$ cat src/rtl/cpuif_pkg.sv
// Shared widths, register offsets and special values for the CPU interrupt interface.
package cpuif_pkg;
    localparam int ID_W   = 10;
    localparam int PRIO_W = 8;
    localparam int SRC_W  = 3;
    localparam int ADDR_W = 8;
    localparam int DATA_W = 32;

    localparam logic [ID_W-1:0]   NO_IRQ_ID = 10'd1023;
    localparam logic [PRIO_W-1:0] IDLE_PRIO = 8'hFF;

    localparam logic [ADDR_W-1:0] OFF_CTL  = 8'h00;
    localparam logic [ADDR_W-1:0] OFF_PMSK = 8'h04;
    localparam logic [ADDR_W-1:0] OFF_BPT  = 8'h08;
    localparam logic [ADDR_W-1:0] OFF_ACK  = 8'h0C;
    localparam logic [ADDR_W-1:0] OFF_EOS  = 8'h10;
    localparam logic [ADDR_W-1:0] OFF_RUN  = 8'h14;
    localparam logic [ADDR_W-1:0] OFF_HPND = 8'h18;
    localparam logic [ADDR_W-1:0] OFF_IDNT = 8'hFC;
endpackage

$ cat src/rtl/cpuif_select.sv
// Picks the most urgent eligible candidate.
// Assumes: priorities are packed 8 bits per ID, and lower value means more urgent.
// Ties resolve to the lowest ID. Purely combinational.
module cpuif_select
    import cpuif_pkg::*;
#(
    parameter int N_IRQ = 32,
    parameter int N_SW  = 16
) (
    input  logic [N_IRQ-1:0]        elig,
    input  logic [N_IRQ*PRIO_W-1:0] prio_flat,
    input  logic [N_IRQ*SRC_W-1:0]  src_flat,
    output logic                    sel_valid,
    output logic [ID_W-1:0]         sel_id,
    output logic [PRIO_W-1:0]       sel_prio,
    output logic [SRC_W-1:0]        sel_src
);
    // Linear scan; strict compare keeps the earlier (lower) ID on ties.
    always_comb begin
        sel_valid = 1'b0;
        sel_id    = NO_IRQ_ID;
        sel_prio  = IDLE_PRIO;
        sel_src   = '0;
        for (int i = 0; i < N_IRQ; i++) begin
            if (elig[i] && (!sel_valid || prio_flat[i*PRIO_W +: PRIO_W] < sel_prio)) begin
                sel_valid = 1'b1;
                sel_id    = ID_W'(i);
                sel_prio  = prio_flat[i*PRIO_W +: PRIO_W];
                sel_src   = (i < N_SW) ? src_flat[i*SRC_W +: SRC_W] : '0;
            end
        end
    end

    // A chosen ID must be one offered as eligible.
    always_comb begin
        if (sel_valid) begin
            AST_SEL_IS_ELIGIBLE: assert (elig[sel_id[$clog2(N_IRQ)-1:0]]);
        end
    end
endmodule

$ cat src/rtl/cpuif_active.sv
// Holds the set of acknowledged, not yet retired interrupts with their captured priority.
// Assumes: set and clear never name the same ID in one cycle (acknowledge excludes
// active IDs, and retire requires active). Derives the running priority.
module cpuif_active
    import cpuif_pkg::*;
#(
    parameter int N_IRQ = 32
) (
    input  logic              clk,
    input  logic              rst_n,
    input  logic              set_en,
    input  logic [ID_W-1:0]   set_id,
    input  logic [PRIO_W-1:0] set_prio,
    input  logic              clr_req,
    input  logic [ID_W-1:0]   clr_id,
    output logic              clr_ok,
    output logic [N_IRQ-1:0]  act_o,
    output logic [PRIO_W-1:0] run_prio
);
    localparam int NIW = $clog2(N_IRQ);

    logic [N_IRQ-1:0]  act_q;
    logic [PRIO_W-1:0] cap_q [N_IRQ];

    // A retire request is honoured only for an in-range, active ID.
    always_comb clr_ok = clr_req && (clr_id < ID_W'(N_IRQ)) && act_q[clr_id[NIW-1:0]];

    // Active flags and captured priorities update on acknowledge and retire.
    always_ff @(posedge clk) begin
        if (!rst_n) begin
            act_q <= '0;
            for (int i = 0; i < N_IRQ; i++) cap_q[i] <= IDLE_PRIO;
        end else begin
            if (set_en) begin
                act_q[set_id[NIW-1:0]] <= 1'b1;
                cap_q[set_id[NIW-1:0]] <= set_prio;
            end
            if (clr_ok) act_q[clr_id[NIW-1:0]] <= 1'b0;
        end
    end

    // Running priority is the most urgent captured priority among active IDs.
    always_comb begin
        run_prio = IDLE_PRIO;
        for (int i = 0; i < N_IRQ; i++)
            if (act_q[i] && cap_q[i] < run_prio) run_prio = cap_q[i];
    end

    assign act_o = act_q;

    AST_NO_REACK: assert property (@(posedge clk) disable iff (!rst_n)
        set_en |-> !act_q[set_id[NIW-1:0]]);
    AST_RETIRE_CLEARS: assert property (@(posedge clk) disable iff (!rst_n)
        clr_ok |=> !act_q[$past(clr_id[NIW-1:0])]);
endmodule

$ cat src/rtl/cpu_irq_iface.sv
// Processor-side interrupt interface: register port, qualification, IRQ line and
// acknowledge/retire events to the distributor.
// Assumes: the distributor clears pending after ack_pulse, and bus accesses are single-cycle.
module cpu_irq_iface
    import cpuif_pkg::*;
#(
    parameter int          N_IRQ = 32,
    parameter int          N_SW  = 16,
    parameter logic [31:0] IDENT = 32'h0012_0043
) (
    input  logic                    clk,
    input  logic                    rst_n,
    input  logic [N_IRQ-1:0]        cand_pend,
    input  logic [N_IRQ*PRIO_W-1:0] cand_prio,
    input  logic [N_IRQ*SRC_W-1:0]  cand_src,
    input  logic                    bus_en,
    input  logic                    bus_wr,
    input  logic [ADDR_W-1:0]       bus_addr,
    input  logic [DATA_W-1:0]       bus_wdata,
    output logic [DATA_W-1:0]       bus_rdata,
    output logic                    irq_o,
    output logic                    ack_pulse,
    output logic [ID_W-1:0]         ack_id,
    output logic                    eoi_pulse,
    output logic [ID_W-1:0]         eoi_id
);
    logic              ctl_en_q;
    logic [PRIO_W-1:0] pmask_q;
    logic [2:0]        bpt_q;
    logic              irq_q;

    logic [N_IRQ-1:0]  act;
    logic [PRIO_W-1:0] run_prio;
    logic              sel_valid;
    logic [ID_W-1:0]   sel_id;
    logic [PRIO_W-1:0] sel_prio;
    logic [SRC_W-1:0]  sel_src;
    logic [PRIO_W-1:0] grp_mask;
    logic              qualify, rd_hit, wr_hit, ack_take, clr_ok;

    cpuif_select #(.N_IRQ(N_IRQ), .N_SW(N_SW)) i_sel (
        .elig(cand_pend & ~act), .prio_flat(cand_prio), .src_flat(cand_src),
        .sel_valid(sel_valid), .sel_id(sel_id), .sel_prio(sel_prio), .sel_src(sel_src)
    );

    // Bus decode and the qualification rules (mask, then group preemption).
    always_comb begin
        rd_hit   = bus_en && !bus_wr;
        wr_hit   = bus_en && bus_wr;
        grp_mask = PRIO_W'(9'h1FF << (4'(bpt_q) + 4'd1));
        qualify  = sel_valid && (sel_prio < pmask_q) &&
                   ((act == '0) || ((sel_prio & grp_mask) < (run_prio & grp_mask)));
        ack_take = rd_hit && (bus_addr == OFF_ACK) && ctl_en_q && qualify;
    end

    cpuif_active #(.N_IRQ(N_IRQ)) i_act (
        .clk(clk), .rst_n(rst_n),
        .set_en(ack_take), .set_id(sel_id), .set_prio(sel_prio),
        .clr_req(wr_hit && (bus_addr == OFF_EOS)), .clr_id(bus_wdata[ID_W-1:0]),
        .clr_ok(clr_ok), .act_o(act), .run_prio(run_prio)
    );

    // Read data mux, returned in the access cycle.
    always_comb begin
        bus_rdata = '0;
        case (bus_addr)
            OFF_CTL:  bus_rdata = {31'b0, ctl_en_q};
            OFF_PMSK: bus_rdata = {24'b0, pmask_q};
            OFF_BPT:  bus_rdata = {29'b0, bpt_q};
            OFF_ACK:  bus_rdata = (ctl_en_q && qualify) ? {19'b0, sel_src, sel_id}
                                                        : {22'b0, NO_IRQ_ID};
            OFF_RUN:  bus_rdata = {24'b0, run_prio};
            OFF_HPND: bus_rdata = {22'b0, sel_valid ? sel_id : NO_IRQ_ID};
            OFF_IDNT: bus_rdata = IDENT;
            default:  bus_rdata = '0;
        endcase
    end

    // Writable registers, registered IRQ line and distributor event pulses.
    always_ff @(posedge clk) begin
        if (!rst_n) begin
            ctl_en_q  <= 1'b0;
            pmask_q   <= '0;
            bpt_q     <= '0;
            irq_q     <= 1'b0;
            ack_pulse <= 1'b0;
            ack_id    <= '0;
            eoi_pulse <= 1'b0;
            eoi_id    <= '0;
        end else begin
            irq_q     <= ctl_en_q && qualify;
            ack_pulse <= ack_take;
            eoi_pulse <= clr_ok;
            if (ack_take) ack_id <= sel_id;
            if (clr_ok)   eoi_id <= bus_wdata[ID_W-1:0];
            if (wr_hit) begin
                case (bus_addr)
                    OFF_CTL:  ctl_en_q <= bus_wdata[0];
                    OFF_PMSK: pmask_q  <= bus_wdata[PRIO_W-1:0];
                    OFF_BPT:  bpt_q    <= bus_wdata[2:0];
                    default:  ;
                endcase
            end
        end
    end

    assign irq_o = irq_q;

    AST_IRQ_NEEDS_ENABLE: assert property (@(posedge clk) disable iff (!rst_n)
        irq_o |-> $past(ctl_en_q));
    AST_ACK_UNDER_MASK: assert property (@(posedge clk) disable iff (!rst_n)
        ack_pulse |-> $past(sel_prio < pmask_q));
    AST_ACK_FROM_READ: assert property (@(posedge clk) disable iff (!rst_n)
        ack_pulse |-> $past(rd_hit && bus_addr == OFF_ACK && ctl_en_q));
    AST_EOI_FROM_WRITE: assert property (@(posedge clk) disable iff (!rst_n)
        eoi_pulse |-> $past(wr_hit && bus_addr == OFF_EOS));
    AST_ACK_ID_RANGE: assert property (@(posedge clk) disable iff (!rst_n)
        ack_pulse |-> (ack_id < ID_W'(N_IRQ)));
endmodule

$ cat config.mk
export PLATFORM = sky130hd
export DESIGN_NAME = cpu_irq_iface
export DESIGN_NICKNAME = d
export VERILOG_FILES = /design/src/rtl/cpuif_pkg.sv /design/src/rtl/cpuif_select.sv /design/src/rtl/cpuif_active.sv /design/src/rtl/cpu_irq_iface.sv
export SDC_FILE = /design/constraint.sdc
export NUM_CORES = 2
export LEC_CHECK = 0
export ABC_AREA = 1
export CAP_MARGIN = 5
export CORE_ASPECT_RATIO = 0.7
export CORE_UTILIZATION = 58
export DETAILED_ROUTE_END_ITERATION = 10
export DONT_BUFFER_PORTS = 1
export PLACE_DENSITY_LB_ADDON = 0.08
export SLEW_MARGIN = 40
export SYNTH_ARGS = -nofsm -noshare
export SYNTH_HDL_FRONTEND = slang
export SYNTH_HIERARCHICAL = 1
export SYNTH_SLANG_ARGS = --single-unit
$ cat constraint.sdc
create_clock -name clk -period 106.3 [get_ports clk]
set_input_delay 5.315 -clock clk [delete_from_list [all_inputs] [get_ports clk]]
set_output_delay 5.315 -clock clk [all_outputs]
set_load 0.02 [all_outputs]
# After elaboration in Yosys (flattened, before gate mapping)
# Memory sizes are Yosys's and may differ from the RTL's.
# Index checks and enable logic that the tools add are counted.
[classes] n_eq_ne=7 shifts=1 n_reduce_logical=146 addsub=1 magnitude_cmp=70 muxes=179 bitwise=7
[op_table] cell="2-to-1 mux 8 bit" n=65
[op_table] cell="less-than comparator 8 bit" n=64
[op_table] cell="2-to-1 mux 10 bit" n=33
[op_table] cell="one-hot mux 21 bit (7 select lines)" n=1
[op_table] cell="2-to-1 mux 3 bit" n=32
[op_table] cell="2-to-1 mux 32 bit" n=3
[op_table] cell="logical AND 1 bit" n=76
[op_table] cell="AND 32 bit" n=2
[op_table] cell="inverter 32 bit" n=2
[op_table] cell="2-to-1 mux 1 bit" n=40
[op_table] cell="logical NOT 1 bit" n=32
[op_table] cell="logical NOT 32 bit" n=1
[op_table] cell="logical OR 1 bit" n=32
[op_table] cell="bitwise OR 32 bit" n=1
[op_table] cell="equality test 8 x 5 -> 1 bit (second input constant)" n=3
[op_table] cell="AND 8 bit" n=2
[op_table] cell="equality test 8 x 4 -> 1 bit (second input constant)" n=2
[op_table] cell="2-to-1 mux 13 bit" n=1
[op_table] cell="less-than comparator 5 x 6 -> 1 bit (second input constant)" n=2
[op_table] cell="demux 1 bit (select 5 bit)" n=2
[op_table] cell=">= comparator 5 x 1 -> 1 bit (second input constant)" n=2
[op_table] cell="less-than comparator 10 x 6 -> 1 bit (second input constant)" n=1
[op_table] cell="left shift 9 x 4 -> 8 bit (first input constant)" n=1
[op_table] cell="equality test 8 x 3 -> 1 bit (second input constant)" n=1
[op_table] cell="other kinds (8)" n=10
[totals] ff_bits=67 word_cells=421 memories=1 ram_bits=256 out_inout_bits=55
[memory_table] memory="i_act.cap_q" words=32 width=8 read_ports=32 rd_clocked_by_memory_dff=0 write_ports=32 line="cpuif_active.sv:23" text="logic [PRIO_W-1:0] cap_q [N_IRQ];"

# Longest topological paths before layout
[logic_depth] ltp_word=137 mapped_depth=399

# Hierarchy
# The synthesis kept the hierarchy.
[modules_own_cells] mod="cpuif_active" area_per_inst_um2=20010.4 n_inst=1 cells_each=2561
[modules_own_cells] mod="cpuif_select" area_per_inst_um2=10652.7 n_inst=1 cells_each=1936
[modules_own_cells] mod="cpu_irq_iface" area_per_inst_um2=2806.4 n_inst=1 cells_each=465

# Worst setup path before layout
# Ideal clock, no wire load.
[synth_timing] kind="input-to-output" from="input cand_pend[0]" to="output bus_rdata[10]" required_time_ns=100.985 n_path_buf=46 path_stages=318 path_slack_ns=53.924 arrival_time_ns=47.061 cell_sequence="inv_1 -> nor2_1 -> buf_6 -> inv_1 -> nor2_1 -> ha_1 -> a21oi_1 -> nor2_1 -> a211oi_1 -> nand2_2 -> nand2_4 -> nand2_4 -> buf_6 -> o21ai_0 -> ha_1 -> a21oi_1 -> nor2_1 -> a211oi_1 -> (+282 left out) -> a211oi_1 -> nand2_1 -> nand2_2 -> nand2_2 -> buf_6 -> nand2_2 -> nand2_2 -> inv_1 -> nor2_1 -> ha_1 -> a21oi_1 -> nor2_1 -> a211oi_1 -> nand2_1 -> nand2_2 -> nand2_2 -> buf_6 -> nor2_1"
[synth_between] elab_chain_len=133
[synth_lines] element="start: declaration" line="cpu_irq_iface.sv:13" text="input logic [N_IRQ-1:0] cand_pend,"
[synth_lines] element="AND 32 bit *" line="cpu_irq_iface.sv:42" text=".elig(cand_pend & ~act), .prio_flat(cand_prio), .src_flat(cand_src),"
[synth_lines] element="2-to-1 mux 8 bit or 2-to-1 mux 1 bit (tied branches)" line="cpuif_select.sv:25" text="if (elig[i] && (!sel_valid || prio_flat[i*PRIO_W +: PRIO_W] < sel_prio)) begin"
[synth_lines] element="less-than comparator 8 bit or logical NOT 1 bit (tied branches)" line="cpuif_select.sv:25"
[synth_lines] element="logical OR 1 bit" line="cpuif_select.sv:25"
[synth_lines] element="logical AND 1 bit" line="cpuif_select.sv:25"
[synth_lines] element="2-to-1 mux 8 bit or 2-to-1 mux 1 bit (tied branches)" line="cpuif_select.sv:25"
[synth_lines] element="less-than comparator 8 bit or logical NOT 1 bit (tied branches)" line="cpuif_select.sv:25"
[synth_lines] element="logical OR 1 bit" line="cpuif_select.sv:25"
[synth_lines] element="(+118 left out)"
[synth_lines] element="net sel_prio[5]" line="cpu_irq_iface.sv:36" text="logic [PRIO_W-1:0] sel_prio;"
[synth_lines] element="AND 8 bit" line="cpu_irq_iface.sv:52" text="((act == '0) || ((sel_prio & grp_mask) < (run_prio & grp_mask)));"
[synth_lines] element="less-than comparator 8 bit" line="cpu_irq_iface.sv:52"
[synth_lines] element="logical OR 1 bit" line="cpu_irq_iface.sv:52"
[synth_lines] element="logical AND 1 bit *" line="cpu_irq_iface.sv:51" text="qualify = sel_valid && (sel_prio < pmask_q) &&"
[synth_lines] element="logical AND 1 bit *" line="cpu_irq_iface.sv:70" text="OFF_ACK: bus_rdata = (ctl_en_q && qualify) ? {19'b0, sel_src, sel_id}"
[synth_lines] element="2-to-1 mux 13 bit *" line="cpu_irq_iface.sv:70"
[synth_lines] element="one-hot mux 21 bit (7 select lines) *" line="cpu_irq_iface.sv:66" text="case (bus_addr)"
[synth_lines] element="end: declaration" line="cpu_irq_iface.sv:20" text="output logic [DATA_W-1:0] bus_rdata,"
# Mark *: on every way through the listed nets, which the timed path passes. The rest lies on a longest branch.

# Final worst setup path
[layout_timing] from="input cand_pend[0]" to="output bus_rdata[1]"
# The elaborated chain is that of the path after synthesis.

==> results.py <==
metrics = {
    "clocking": {
        "clockBufferDepth": 3,
        "clock-sinks": 323,
        "insertion_delay_ns": 0.55,
        "cts-root-buf": "clkbuf_16",
        "post_cts_buffers": 0,
        "h-tree-depth": 2,
        "cts_tree": "built",
        "cts_hold_buf": 0,
        "cts_buffers": 38,
        "cts-resized-gates": 0,
        "cts.clk_slew.worst_paths_ns": 0.06,
    },
    "logic_synthesis": {
        "yosysSeqAreaShare": 0.270,
        "synthArstFlopShare": 0,
        "syn-mean-instance-area_um2": 6.75,
        "post_synth_num_cell_types": 66,
        "postSynthCellCount": 4962,
        "synth-seq-cells": 323,
        "synth_ff_type": "edfxtp_1",
        "syn-cell-area_um2": 33500,
        "synth_edf_count": 256,
        "synth_warnings": 6,
    },
    "route": {
        "via_per_inst": 5.61,
        "drt-total-wl_um": 97300,
        "route.detailed.drc": 0,
        "drtPass1Iterations": 7,
        "wl_met1_um": 46000,
        "dr_wl_met3_um": 10000,
        "maxUsedRoutingLayer": "met4",
        "ant_nets": 0,
        "wl_per_cell_um": 17.2,
        "vias": 31780,
        "wl_met2_um": 39400,
        "drt-initial-drc-count": 3007,
    },
    "min_path": {
        "hp-class": "reg -> reg",
        "min_path_cells": 2,
        "hold_path_startpoint": "pmask_q[0]",
        "min_to": "pmask_q[0]",
    },
    "die": {
        "start_util": 0.588,
        "rows": 73,
        "die_y_um": 203,
        "io_pins": 483,
        "die-area_um2": 58700,
        "core_um2": 56900,
        "dieWidth_um": 289,
    },
    "power": {
        "leakagePower_nw": 16.3,
        "total_power_mw": 0.723,
        "p_per_area_nw_per_um2": 20.8,
        "ir_worst_vdd_mv": 0.0228,
    },
    "sta": {
        "fin_ws_ns": 46.10,
        "final.min_clock_period_ns": 60.20,
        "max_clock_freq_ghz": 0.0166,
        "setup_tns_ns": 0,
        "maxSlewViolCount": 0,
        "fin_skew_ns": 0.0265,
        "hold_viol": 0,
        "post-route-period-util": 0.566,
        "rsz0062_at_grt": "false",
        "setup_viol": 0,
        "slew_headroom": 0.409,
        "tightest_slew_ns": 0.881,
    },
    "critical_path": {
        "worst_ep_required_time_ns": 100.99,
        "regToRegSetupSlack_ns": 50.83,
        "path_delay_family": "compound AO/OA/AOI/OAI gates",
        "reg2reg_to": "i_act/cap_q[3][4]",
        "worst-path-buf-inv": 6,
        "crit_slowest_cell": "o21ai_0",
        "rr_startpoint": "i_act/act_o[0]",
        "rr_worst_depth": 217,
        "endpoint_kind": "primary output",
        "critPathArrivalTime_ns": 54.88,
        "cp_max_fo": 24,
        "critPathMostFrequentCell": "nand2_2",
        "critPathMaxStageDelay_ns": 0.52,
        "worstSetupPathType": "in -> out",
        "startpoint_type": "input port",
    },
    "global_routing": {
        "grt_start_max_net_pins": 70,
        "antenna_found_initial": 6,
        "grt_pass1_vias": 28014,
        "gr-total-overflow": 0,
        "track_usage": 0.323,
        "grt_pass1_wl_um": 151000,
    },
    "layout": {
        "layout-area-overhead-vs-synth_pct": 3.69,
        "layout.nets": 5641,
        "drive_above_1_share": 0.0817,
        "fillers": 5520,
        "final_util": 0.610,
    },
    "place": {
        "place_ws_ns": 47.72,
        "place.gp.congestion": 0.985,
        "dp_hpwl_um": 78000,
        "port_buffers": 0,
    },
    "run_status": {
        "status": "finished, final reports clean",
    },
    "job": {
        "drv_cap": 0,
    },
}
layout make-up:
cell class | instances | area, um^2 | share of cell area
diodes | 6 | 15.0 | 0.000433
flip-flops and latches | 323 | 9030 | 0.260
clock buffers | 51 | 1080 | 0.0311
well taps | 750 | 938 | 0.0270
inverters | 577 | 2220 | 0.0640
repair buffers | 17 | 128 | 0.00368
multi-input cells | 3922 | 21100 | 0.607
clock inverters | 18 | 226 | 0.00653
worst max-delay path by stage:
stage | start | to | cells after the start
2_1_floorplan | cand_pend[0] | bus_rdata[10] | 318
3_3_place_gp | cand_pend[0] | bus_rdata[1] | 268
3_5_place_dp | cand_pend[0] | bus_rdata[1] | 268
4_1_cts | cand_pend[0] | bus_rdata[1] | 268
5_1_grt | i_act/act_o[0] | bus_rdata[1] | 210
6_report | cand_pend[0] | bus_rdata[1] | 272
worst register-to-register path, delay by kind of cell, from the launching register on:
family	cells	cell delay [ns]
buf+inv	7	0.84
simple gates	89	13.77
compound gates	89	29.46
fa+ha+maj	32	10.45
flops	1	0.67
synth_stat cells, types with 11 or more instances:
cell,instances,area (um^2)
a211oi_1,60,450
a21oi_1,95,475
a31oi_1,29,181
buf_4,44,330
buf_6,36,405
clkbuf_1,52,195
clkbuf_8,15,206
clkinv_1,23,86.3
dfxtp_1,67,1340
edfxtp_1,256,7690
ha_1,334,4180
inv_1,527,1980
inv_2,22,82.6
nand2_1,1655,6210
nand2_2,206,1290
nand2_4,46,518
nand3_1,418,2090
nand3b_1,55,413
nand4_1,48,300
nor2_1,374,1400
nor3_1,27,135
nor4_1,11,68.8
o211ai_1,22,165
o21ai_0,331,1660
o21ai_1,29,145
o21bai_1,56,420
o31ai_1,29,218
layout by cell type, fill, tap and decap left out, types with 9 or more instances in the layout:
master / n
a211oi_1: 60
a21oi_1: 95
a31oi_1: 29
buf_4: 17
clkbuf_16: 39
clkinv_1: 24
conb_1: 17
dfxtp_1: 67
edfxtp_1: 256
ha_1: 334
inv_1: 526
inv_2: 23
nand2_1: 1655
nand2_2: 206
nand2_4: 46
nand3_1: 418
nand3b_1: 55
nand4_1: 48
nor2_1: 374
nor2_2: 9
nor3_1: 27
nor4_1: 11
o211ai_1: 22
o21ai_0: 331
o21ai_1: 29
o21bai_1: 56
o31ai_1: 29
logic make-up (layout without fill, tap and decap cells):
| group | Yosys count | after routing | share of synthesized area |
|---|---|---|---|
| simple gates | 2871 | 2871 | 0.379 |
| buf+inv | 733 | 663 | 0.103 |
| compound gates | 699 | 699 | 0.123 |
| fa+ha+maj | 334 | 334 | 0.125 |
| flops | 323 | 323 | 0.270 |
| other cells | 1 | 23 | 0.000112 |
| xor+xnor | 1 | 1 | 0.000262 |
per-layer routing:
layer  GRT usage  up-vias
met4      0.0761        0
met1       0.487    14184
li1            -    16264
met5           0        -
met3      0.0601      112
met2       0.470     1220
power breakdown:
group / internal [mW] / total, mW / switching, mW / leakage (nW)
combinational: 0.136 / 0.450 / 0.314 / 13.4
sequential: 0.136 / 0.136 / 0.0000618 / 2.29
clock: 0.0837 / 0.137 / 0.0534 / 0.648
total: 0.355 / 0.723 / 0.368 / 16.3
sequential cells by signal, indices dropped and copies added, names as in the netlist:
name and count:
bpt_q 3, ack_pulse 1, pmask_q 8, i_act/cap_q 256, eoi_id 10, ack_id 10
ctl_en_q 1, i_act/act_o 32, eoi_pulse 1, irq_o 1
through the flow:
| step | hold slack (ns) | cells | area [um^2] |
|---|---|---|---|
| 2_1_floorplan | 0.435 | 4978 | 33500 |
| 3_3_place_gp | 0.460 | 5589 | 33400 |
| 3_5_place_dp | 0.463 | 5589 | 33400 |
| 4_1_cts | 0.473 | 5658 | 34700 |
| 5_1_grt | 0.496 | 5663 | 34700 |
| 6_report | 0.474 | 5664 | 34700 |
No activity file was read; power rests on OpenSTA's default activity.
